--- src/rtl/cenc_pkg.sv ---
package cenc_pkg;
  typedef enum logic [1:0] {
    PL_NONE = 2'b00,
    PL_REF  = 2'b01,
    PL_TAP  = 2'b10,
    PL_GND  = 2'b11
  } plate_e;

  typedef struct packed {
    logic startSample;
    logic signDecide;
    logic chordStep;
    logic sarStep;
  } seq_cmd_t;
endpackage

--- src/rtl/cenc_ctrl.sv ---
module cenc_ctrl
  import cenc_pkg::*;
#(
  parameter int SAMPLE_CYC = 2
) (
  input  logic     clk,
  input  logic     rst_n,
  input  logic     frameStrobe,
  input  logic     beyond,
  input  logic     chordLast,
  input  logic     sarLast,
  output seq_cmd_t cmd,
  output logic     busy
);
  localparam int CNT_W = (SAMPLE_CYC > 1) ? $clog2(SAMPLE_CYC) : 1;

  typedef enum logic [2:0] {S_IDLE, S_SAMPLE, S_SIGN, S_CHORD, S_SAR} seq_state_e;

  seq_state_e state, stateNxt;
  logic [CNT_W-1:0] sampleCnt;

  always_comb begin
    cmd      = '0;
    stateNxt = state;
    case (state)
      S_IDLE: begin
        if (frameStrobe) begin
          cmd.startSample = 1'b1;
          stateNxt        = S_SAMPLE;
        end
      end
      S_SAMPLE: begin
        if (sampleCnt == CNT_W'(SAMPLE_CYC - 1)) stateNxt = S_SIGN;
      end
      S_SIGN: begin
        cmd.signDecide = 1'b1;
        stateNxt       = S_CHORD;
      end
      S_CHORD: begin
        cmd.chordStep = 1'b1;
        if (!beyond || chordLast) stateNxt = S_SAR;
      end
      S_SAR: begin
        cmd.sarStep = 1'b1;
        if (sarLast) stateNxt = S_IDLE;
      end
      default: stateNxt = S_IDLE;
    endcase
  end

  always_ff @(posedge clk) begin
    if (!rst_n) begin
      state     <= S_IDLE;
      sampleCnt <= '0;
    end else begin
      state <= stateNxt;
      if (state == S_SAMPLE) sampleCnt <= sampleCnt + 1'b1;
      else                   sampleCnt <= '0;
    end
  end

  assign busy = (state != S_IDLE);
endmodule

--- src/rtl/cenc_dpath.sv ---
module cenc_dpath
  import cenc_pkg::*;
#(
  parameter int CHORD_W = 3,
  parameter int STEP_W  = 4
) (
  input  logic                       clk,
  input  logic                       rst_n,
  input  seq_cmd_t                   cmd,
  input  logic                       cmpHigh,
  output logic                       beyond,
  output logic                       chordLast,
  output logic                       sarLast,
  output logic [2*(1<<CHORD_W)-1:0]  plateSel,
  output logic                       sampleClosed,
  output logic [STEP_W:0]            tapSel,
  output logic [CHORD_W+STEP_W:0]    codeWord,
  output logic                       codeValid
);
  localparam int NCAP   = 1 << CHORD_W;
  localparam int WORD_W = 1 + CHORD_W + STEP_W;
  localparam int BIT_W  = (STEP_W > 1) ? $clog2(STEP_W) : 1;

  plate_e              plate [NCAP];
  logic                isPos;
  logic [CHORD_W-1:0]  idx;
  logic [CHORD_W-1:0]  chordSel;
  logic [CHORD_W-1:0]  chordFinal;
  logic [STEP_W-1:0]   trial;
  logic [STEP_W-1:0]   trialKept;
  logic [BIT_W-1:0]    bitPos;
  logic                sampleSw;
  logic [WORD_W-1:0]   word;
  logic                done;
  plate_e              swCode;

  // comparator read relative to polarity
  assign beyond    = (cmpHigh == isPos);
  assign chordLast = (idx == CHORD_W'(NCAP - 2));
  assign sarLast   = (bitPos == '0);
  assign swCode    = isPos ? PL_REF : PL_GND;
  assign chordFinal = beyond ? {CHORD_W{1'b1}} : idx;

  always_comb begin
    trialKept = trial;
    if (!beyond) trialKept[bitPos] = 1'b0;
  end

  always_ff @(posedge clk) begin
    if (!rst_n) begin
      for (int i = 0; i < NCAP; i++) plate[i] <= PL_REF;
      isPos    <= 1'b0;
      idx      <= '0;
      chordSel <= '0;
      trial    <= '0;
      bitPos   <= '0;
      sampleSw <= 1'b0;
      word     <= '0;
      done     <= 1'b0;
    end else begin
      done <= 1'b0;
      if (cmd.startSample) begin
        sampleSw <= 1'b1;
        for (int i = 0; i < NCAP; i++) plate[i] <= PL_REF;
      end
      if (cmd.signDecide) begin
        isPos    <= cmpHigh;
        sampleSw <= cmpHigh;
        idx      <= '0;
        for (int i = 0; i < NCAP; i++) begin
          if (i == 0) plate[i] <= cmpHigh ? PL_REF : PL_GND;
          else        plate[i] <= cmpHigh ? PL_GND : PL_REF;
        end
      end
      if (cmd.chordStep) begin
        if (beyond && !chordLast) begin
          idx                  <= idx + 1'b1;
          plate[idx + 1'b1]    <= swCode;
        end else begin
          plate[chordFinal] <= PL_TAP;
          chordSel          <= chordFinal;
          trial             <= STEP_W'(1) << (STEP_W - 1);
          bitPos            <= BIT_W'(STEP_W - 1);
        end
      end
      if (cmd.sarStep) begin
        if (!sarLast) begin
          trial  <= trialKept | (STEP_W'(1) << (bitPos - BIT_W'(1)));
          bitPos <= bitPos - BIT_W'(1);
        end else begin
          trial    <= trialKept;
          word     <= {isPos, chordSel, trialKept};
          done     <= 1'b1;
          sampleSw <= 1'b0;
          for (int i = 0; i < NCAP; i++) plate[i] <= PL_REF;
        end
      end
    end
  end

  for (genvar g = 0; g < NCAP; g++) begin : g_plate_out
    assign plateSel[2*g +: 2] = plate[g];
  end

  // half-step offset next to the origin
  assign tapSel       = {trial, (chordSel == '0)};
  assign sampleClosed = sampleSw;
  assign codeWord     = word;
  assign codeValid    = done;
endmodule

--- src/rtl/compand_enc_seq.sv ---
module compand_enc_seq
  import cenc_pkg::*;
#(
  parameter int CHORD_W    = 3,
  parameter int STEP_W     = 4,
  parameter int SAMPLE_CYC = 2,
  localparam int NCAP      = 1 << CHORD_W,
  localparam int TAP_W     = STEP_W + 1,
  localparam int WORD_W    = 1 + CHORD_W + STEP_W
) (
  input  logic              clk,
  input  logic              rst_n,
  input  logic              frameStrobe,
  input  logic              cmpHigh,
  output logic [2*NCAP-1:0] plateSel,
  output logic              sampleClosed,
  output logic [TAP_W-1:0]  tapSel,
  output logic              busy,
  output logic [WORD_W-1:0] codeWord,
  output logic              codeValid
);
  seq_cmd_t cmd;
  logic     beyond;
  logic     chordLast;
  logic     sarLast;

  cenc_ctrl #(.SAMPLE_CYC(SAMPLE_CYC)) ctrl_i (
    .clk         (clk),
    .rst_n       (rst_n),
    .frameStrobe (frameStrobe),
    .beyond      (beyond),
    .chordLast   (chordLast),
    .sarLast     (sarLast),
    .cmd         (cmd),
    .busy        (busy)
  );

  cenc_dpath #(.CHORD_W(CHORD_W), .STEP_W(STEP_W)) dpath_i (
    .clk          (clk),
    .rst_n        (rst_n),
    .cmd          (cmd),
    .cmpHigh      (cmpHigh),
    .beyond       (beyond),
    .chordLast    (chordLast),
    .sarLast      (sarLast),
    .plateSel     (plateSel),
    .sampleClosed (sampleClosed),
    .tapSel       (tapSel),
    .codeWord     (codeWord),
    .codeValid    (codeValid)
  );
endmodule

--- config.mk ---
export PLATFORM = sky130hd
export DESIGN_NAME = compand_enc_seq
export DESIGN_NICKNAME = d
export VERILOG_FILES = /design/src/rtl/cenc_pkg.sv /design/src/rtl/cenc_ctrl.sv /design/src/rtl/cenc_dpath.sv /design/src/rtl/compand_enc_seq.sv
export SDC_FILE = /design/constraint.sdc
export NUM_CORES = 1
export LEC_CHECK = 0
export ABC_CLOCK_PERIOD_IN_PS = 2400
export BUFFER_PORTS_ARGS = -buffer_cell sky130_fd_sc_hd__buf_2
export CAP_MARGIN = 20
export CORE_MARGIN = 2
export CORE_UTILIZATION = 50
export DETAILED_ROUTE_END_ITERATION = 16
export PLACE_DENSITY = 0.74
export SLEW_MARGIN = 15
export SYNTH_ARGS = -nofsm -noshare
export SYNTH_HDL_FRONTEND = slang
export SYNTH_SLANG_ARGS = --single-unit
--- constraint.sdc ---
create_clock -name clk -period 2.4 [get_ports clk]
set_clock_uncertainty 0.2 [all_clocks]
set_input_delay 0.48 -clock clk [delete_from_list [all_inputs] [get_ports clk]]
set_output_delay 0.48 -clock clk [all_outputs]
set_load 0.005 [all_outputs]
Word level (Yosys, flattened, before mapping)
Memory sizes are Yosys's and may differ from the RTL's.
Cells that the tools add are included.

cells by class
  shifts and indexed selects = 1
  reductions and logical operators = 17
  $lt $le $gt $ge = 2
  equal/unequal tests = 11
  bitwise operators = 28
  add/sub/neg operators = 3
  muxes and demuxes = 81

operator list
  kind                 count
  $mux 2               33
  $mux 1               31
  $mux 3               10
  $or 1x1->1           24
  $mux 4               5
  $pmux 3 s5           1
  $reduce_and 2->1     4
  $eq 3x2->1 const B   2
  $eq 3x3->1 const B   2
  $logic_not 3->1      2
  $ne 2x1->1 const B   3
  $and 4x4->4          1
  $ne 2x2->1 const B   2
  $not 4->4            1
  $or 4x4->4           1
  $reduce_and 4->1     1
  $reduce_or 2->1      2
  $shl 1x2->4 const A  1
  $add 3x1->3 const B  1
  $eq 3x1->1 const B   1
  $lt 2x3->1 const B   1
  $reduce_bool 3->1    1
  $demux 1 s2          1
  $ge 2x1->1 const B   1
  other kinds (9)      11

storage, ports and cells
  memory bits (writable) = 16
  output and inout port bits = 32
  bits of input ports = 4
  memories kept = 1
  register bits = 27

memories
  memory         words  width  read ports  clocked after memory_dff  wr ports  line              source
  dpath_i.plate  8      2      8           0                         8         cenc_dpath.sv:24  plate_e plate [NCAP];

Logic depth before layout (Yosys ltp)
  depth after elaboration = 10
  mapped depth = 8
  gate-level depth less buffers = 7

Cells and area by module
From an unflattened synthesis, not the netlist that was laid out.

second synthesis, totals
  cell total of the unflattened synthesis = 243
  area, all modules = 2263.4 µm²

by module, submodules not included
  module      area an instance (µm²)  cells an instance  instances  sequential area each (µm²)
  cenc_dpath  2042.0                  220                1          880.8
  cenc_ctrl   221.5                   23                 1          80.1

Worst setup path before layout
OpenSTA, ideal clock, no wires.

  path type = reg2reg
  from = reg dpath_i.idx[0]
  to = mem dpath_i.plate[7][0] (netlist name)
  stages on the path, launching flop included = 8
  setup slack = -135 ps
  clock period less this slack = 2535 ps
  data required time = 2077 ps
  arrival = 2212 ps
  path through = dfxtp_1 -> clkbuf_1 -> inv_1 -> ha_1 -> clkbuf_1 -> or4_1 -> a31o_1 -> mux2_1

RTL lines
  what                    line              source
  from (decl)             cenc_dpath.sv:26  logic [CHORD_W-1:0] idx;
  from (signal assigned)  cenc_dpath.sv:77  idx <= idx + 1'b1;
  to (decl)               cenc_dpath.sv:24

==> summary.md <==
The run finished with clean final reports. The initial antenna violation count was 0; the total standard cell area after synthesis was 2143 um^2. Buffer count from post-CTS setup fixing: 0.

Element type at the critical path start: a register. The half-perimeter wire length after detailed placement is 3842 um. During placement, the flow inserted port buffers numbering 35. The maximum resistive drop on vdd was 416.5 uV. Clock tree synthesis inserted a total of 5 buffers. Data on the critical path is required at its endpoint by 2.21 ns. Based on the critical path, the design can be clocked at up to 443.0 MHz. In this run the tightest slew margin relative to its limit is 54.97%. Entering global routing, the biggest net connects 23 pins. The number of H-tree branching levels came out at 2. The final cell utilization of the core was 63.52%. The met3 demand-to-capacity share in global routing came out at 5.814%.

The family with the most delay on the worst path was simple AND/OR/NAND/NOR gates. The signal on the critical path passes through ha_1 -> buf_4 -> nor4_1 -> a211oi_1 -> or2_1 -> nand2_1. After synthesis, the mean cell area works out to 8.857 um^2. The count of yosys warnings during synthesis is 0. TritonCTS built the clock tree. Fill cells in the final layout number 373. For the number of instances in the synthesized netlist, the log shows 242. The number of nets handed over by synthesis was 248. The number of synthesized register bits came out at 43. The worst path uses 94.05% of the clock period.

The share of post-route cells with drive strength above 1 is 27.78%. The number of buffer and inverter instances along the worst setup path was 1; the first-pass detailed-route iteration total was 4. The final route contains 1909 vias. In this run the power density over the cells is 551.5 nW/um^2. The most used flip-flop cell after synthesis was sky130_fd_sc_hd__dfxtp_1. After routing, the total negative slack on setup checks comes to 0 ns. In this run, distinct cell masters in the synthesized netlist total 57.

The tools report the final-report max-slew violation count as 0. In this run the horizontal extent of the chip is 69.47 um. For this block, the initial DRC count from the detailed router was 132. Total power for the finished layout comes to 1.422 mW. For the worst-skew pair, the clock arrives at the later sink with an insertion delay of 0.30 ns.

The worst-path maximum fanout is 6, and the number of sinks on the clock net is 43. Dividing the detail-routed wire length by the instance count gives 15.17 um. Count of pins on the block boundary: 36. The worst setup path is captured at a register. The library cell used most frequently in the layout, excluding fill and tap cells, is sky130_fd_sc_hd__buf_2. The run gives 23 as the number of rows created at floorplan. The tool flagged a number of max-cap violations equal to 0.

The global-route layer with the greatest usage was met2. Setup repair after global routing left no endpoint under its margin. The category of the critical setup timing path is reg2reg. The worst register-to-register path has a setup slack of 0.14 ns.

Routability-driven placement finished with a final weighted congestion of 1.011. After global routing the overflow that remains totals 0. The number of nets with antenna violations after detailed routing came out at 0.

The tools report the final-report hold violation count as 0. The net count of the finished layout is 293. The tools report the leakage component of the power as 0.9964 nW. The root buffer cell chosen for the clock tree is sky130_fd_sc_hd__clkbuf_8. The total core area was 4058 um^2; the data arrival time of the critical path was 2.07 ns.

Final setup violation count: 0. The first global-routing pass estimated 8542 um of wire. Counting along the longest clock path gives a buffer depth of 2. Global routing consumed, over all layers together, 21.96% of the routing resources. The master of the slowest instance on the critical path is sky130_fd_sc_hd__dfxtp_1.

The delay of the slowest cell on the worst path came out at 0.49 ns. The via count of the first global-routing pass was 1825; the die outline height was 69.47 um. Number of remaining DRC errors: 0. The sum of routed wire length over all layers came out at 5126 um.

After clock tree synthesis, the clock-pin slew on the worst setup and hold paths is 0.08 ns. The number of flops mapped to enable cells by yosys was 10; the antenna diode count was 0. The via density per instance was 5.648; the area of the die was 4826 um^2. Sequential cells were found to cover 44.83% of the synthesized design area. For the pin with the worst max-slew slack, the measured transition is 0.6747 ns. Counting flops with an async set or reset pin after synthesis yields a share of 0%. The class of the most critical hold timing path is reg2reg.

The library cells used most frequently in the layout, excluding fill and tap cells, are 35 x sky130_fd_sc_hd__buf_2, 33 x sky130_fd_sc_hd__nand2_1, 32 x sky130_fd_sc_hd__dfxtp_1, 24 x sky130_fd_sc_hd__a21oi_1, 23 x sky130_fd_sc_hd__buf_4. The smallest clock period supported by the final layout is computed as 2.257 ns. In the global route stage, met2 resource usage came out at 36.00%.

For this configuration, the core starts out at a cell density of 52.82%. The met1 usage is 28.15%. The layout overhead on the synthesized area is 20.26%.
-- power by group --
group	internal [mW]	leakage, nW	switching [mW]	total [mW]
combinational	0.0415	0.583	0.0651	0.107
clock	0.305	0.0556	0.248	0.553
sequential	0.752	0.358	0.00954	0.762
-- layout make-up --
cell class	count	area, um^2	area share, %
Multi-Input combinational cell	175	1077	41.80
Sequential cell	43	962.2	37.33
Timing Repair Buffer	58	347.8	13.50
Clock buffer	5	68.82	2.670
Tap cell	50	62.56	2.427
Clock inverter	3	38.79	1.505
Inverter	4	20.02	0.7767
-- registers in the layout, indices dropped and copies added, names as in the netlist, 2 cells and up --
name,flops
dpath_i.trial,4
ctrl_i.state,3
dpath_i.chordSel,3
dpath_i.codeWord,8
dpath_i.plate,16
dpath_i.idx,3
dpath_i.bitPos,2
-- stage by stage --
stage	std cells	hold WS [ns]	instance area, um^2	setup slack (ns)
after detailed placement	330	0.2433	2456	0.03149
after global placement	330	0.2391	2456	0.03500
after CTS	338	0.2549	2564	0.01976
final	338	0.2532	2577	0.1427
after global routing	338	0.2853	2577	0.01842
after floorplan	242	0.2256	2145	0.003695
-- Yosys cell counts (3+ instances only) --
cell type | number | area share (%)
sky130_fd_sc_hd__nand2_1 | 33 | 5.8
sky130_fd_sc_hd__nand3_1 | 9 | 2.1
sky130_fd_sc_hd__nor2_1 | 18 | 3.2
sky130_fd_sc_hd__a211oi_1 | 5 | 1.8
sky130_fd_sc_hd__o21ai_0 | 9 | 2.1
sky130_fd_sc_hd__nand2b_1 | 3 | 0.88
sky130_fd_sc_hd__buf_2 | 9 | 2.1
sky130_fd_sc_hd__o21ai_1 | 4 | 0.93
sky130_fd_sc_hd__edfxtp_1 | 10 | 14
sky130_fd_sc_hd__a31oi_1 | 3 | 0.88
sky130_fd_sc_hd__inv_1 | 3 | 0.53
sky130_fd_sc_hd__dfxtp_1 | 33 | 31
sky130_fd_sc_hd__a21oi_1 | 24 | 5.6
sky130_fd_sc_hd__nor3_1 | 6 | 1.4
sky130_fd_sc_hd__or3_1 | 6 | 1.8
sky130_fd_sc_hd__nand3b_1 | 5 | 1.8
sky130_fd_sc_hd__clkbuf_1 | 8 | 1.4
sky130_fd_sc_hd__a21o_1 | 3 | 1.1
-- cell families (layout without fill, tap and decap cells) --
group           Yosys count  count (layout)  share of synthesized area (%)
compound gates           66              66                          19.79
simple gates             99              99                          24.64
xor+xnor                  3               3                          1.577
buf+inv                  24              70                          5.487
mux                       5               5                          2.510
flops                    43              43                          44.83
fa+ha+maj                 2               2                          1.167
-- tightest hold or removal path: cells and delay by family (launching register included) --
kind            cells  cell delay, ns
compound gates      1            0.05
flops               1            0.31
simple gates        1            0.05
-- final timing paths --
path,cells past startpoint,end,startpoint
setup / recovery,6,dpath_i.plate[3][1]$_DFFE_PP_,dpath_i.idx[1]$_SDFF_PN0_
hold / removal,2,dpath_i.codeWord[6]$_SDFFE_PN0N_,dpath_i.codeWord[6]$_SDFFE_PN0N_
setup reg to reg,6,dpath_i.plate[3][1]$_DFFE_PP_,dpath_i.idx[1]$_SDFF_PN0_
hold reg to reg,2,dpath_i.codeWord[6]$_SDFFE_PN0N_,dpath_i.codeWord[6]$_SDFFE_PN0N_
-- repair_timing --
| action | 4_1_cts | 5_1_grt |
|---|---|---|
| gates resized for setup | 0 | 4 |
| setup endpoints to repair | 0 | 11 |
| hold buffers | 0 | 0 |
-- per-layer routing --
metal,share of wire (%),wire length [um]
met5,0,0
met4,1.3,69
met3,3.7,192
met2,47,2427
met1,48,2436
Note: power is estimated with default switching activity, not from simulation.
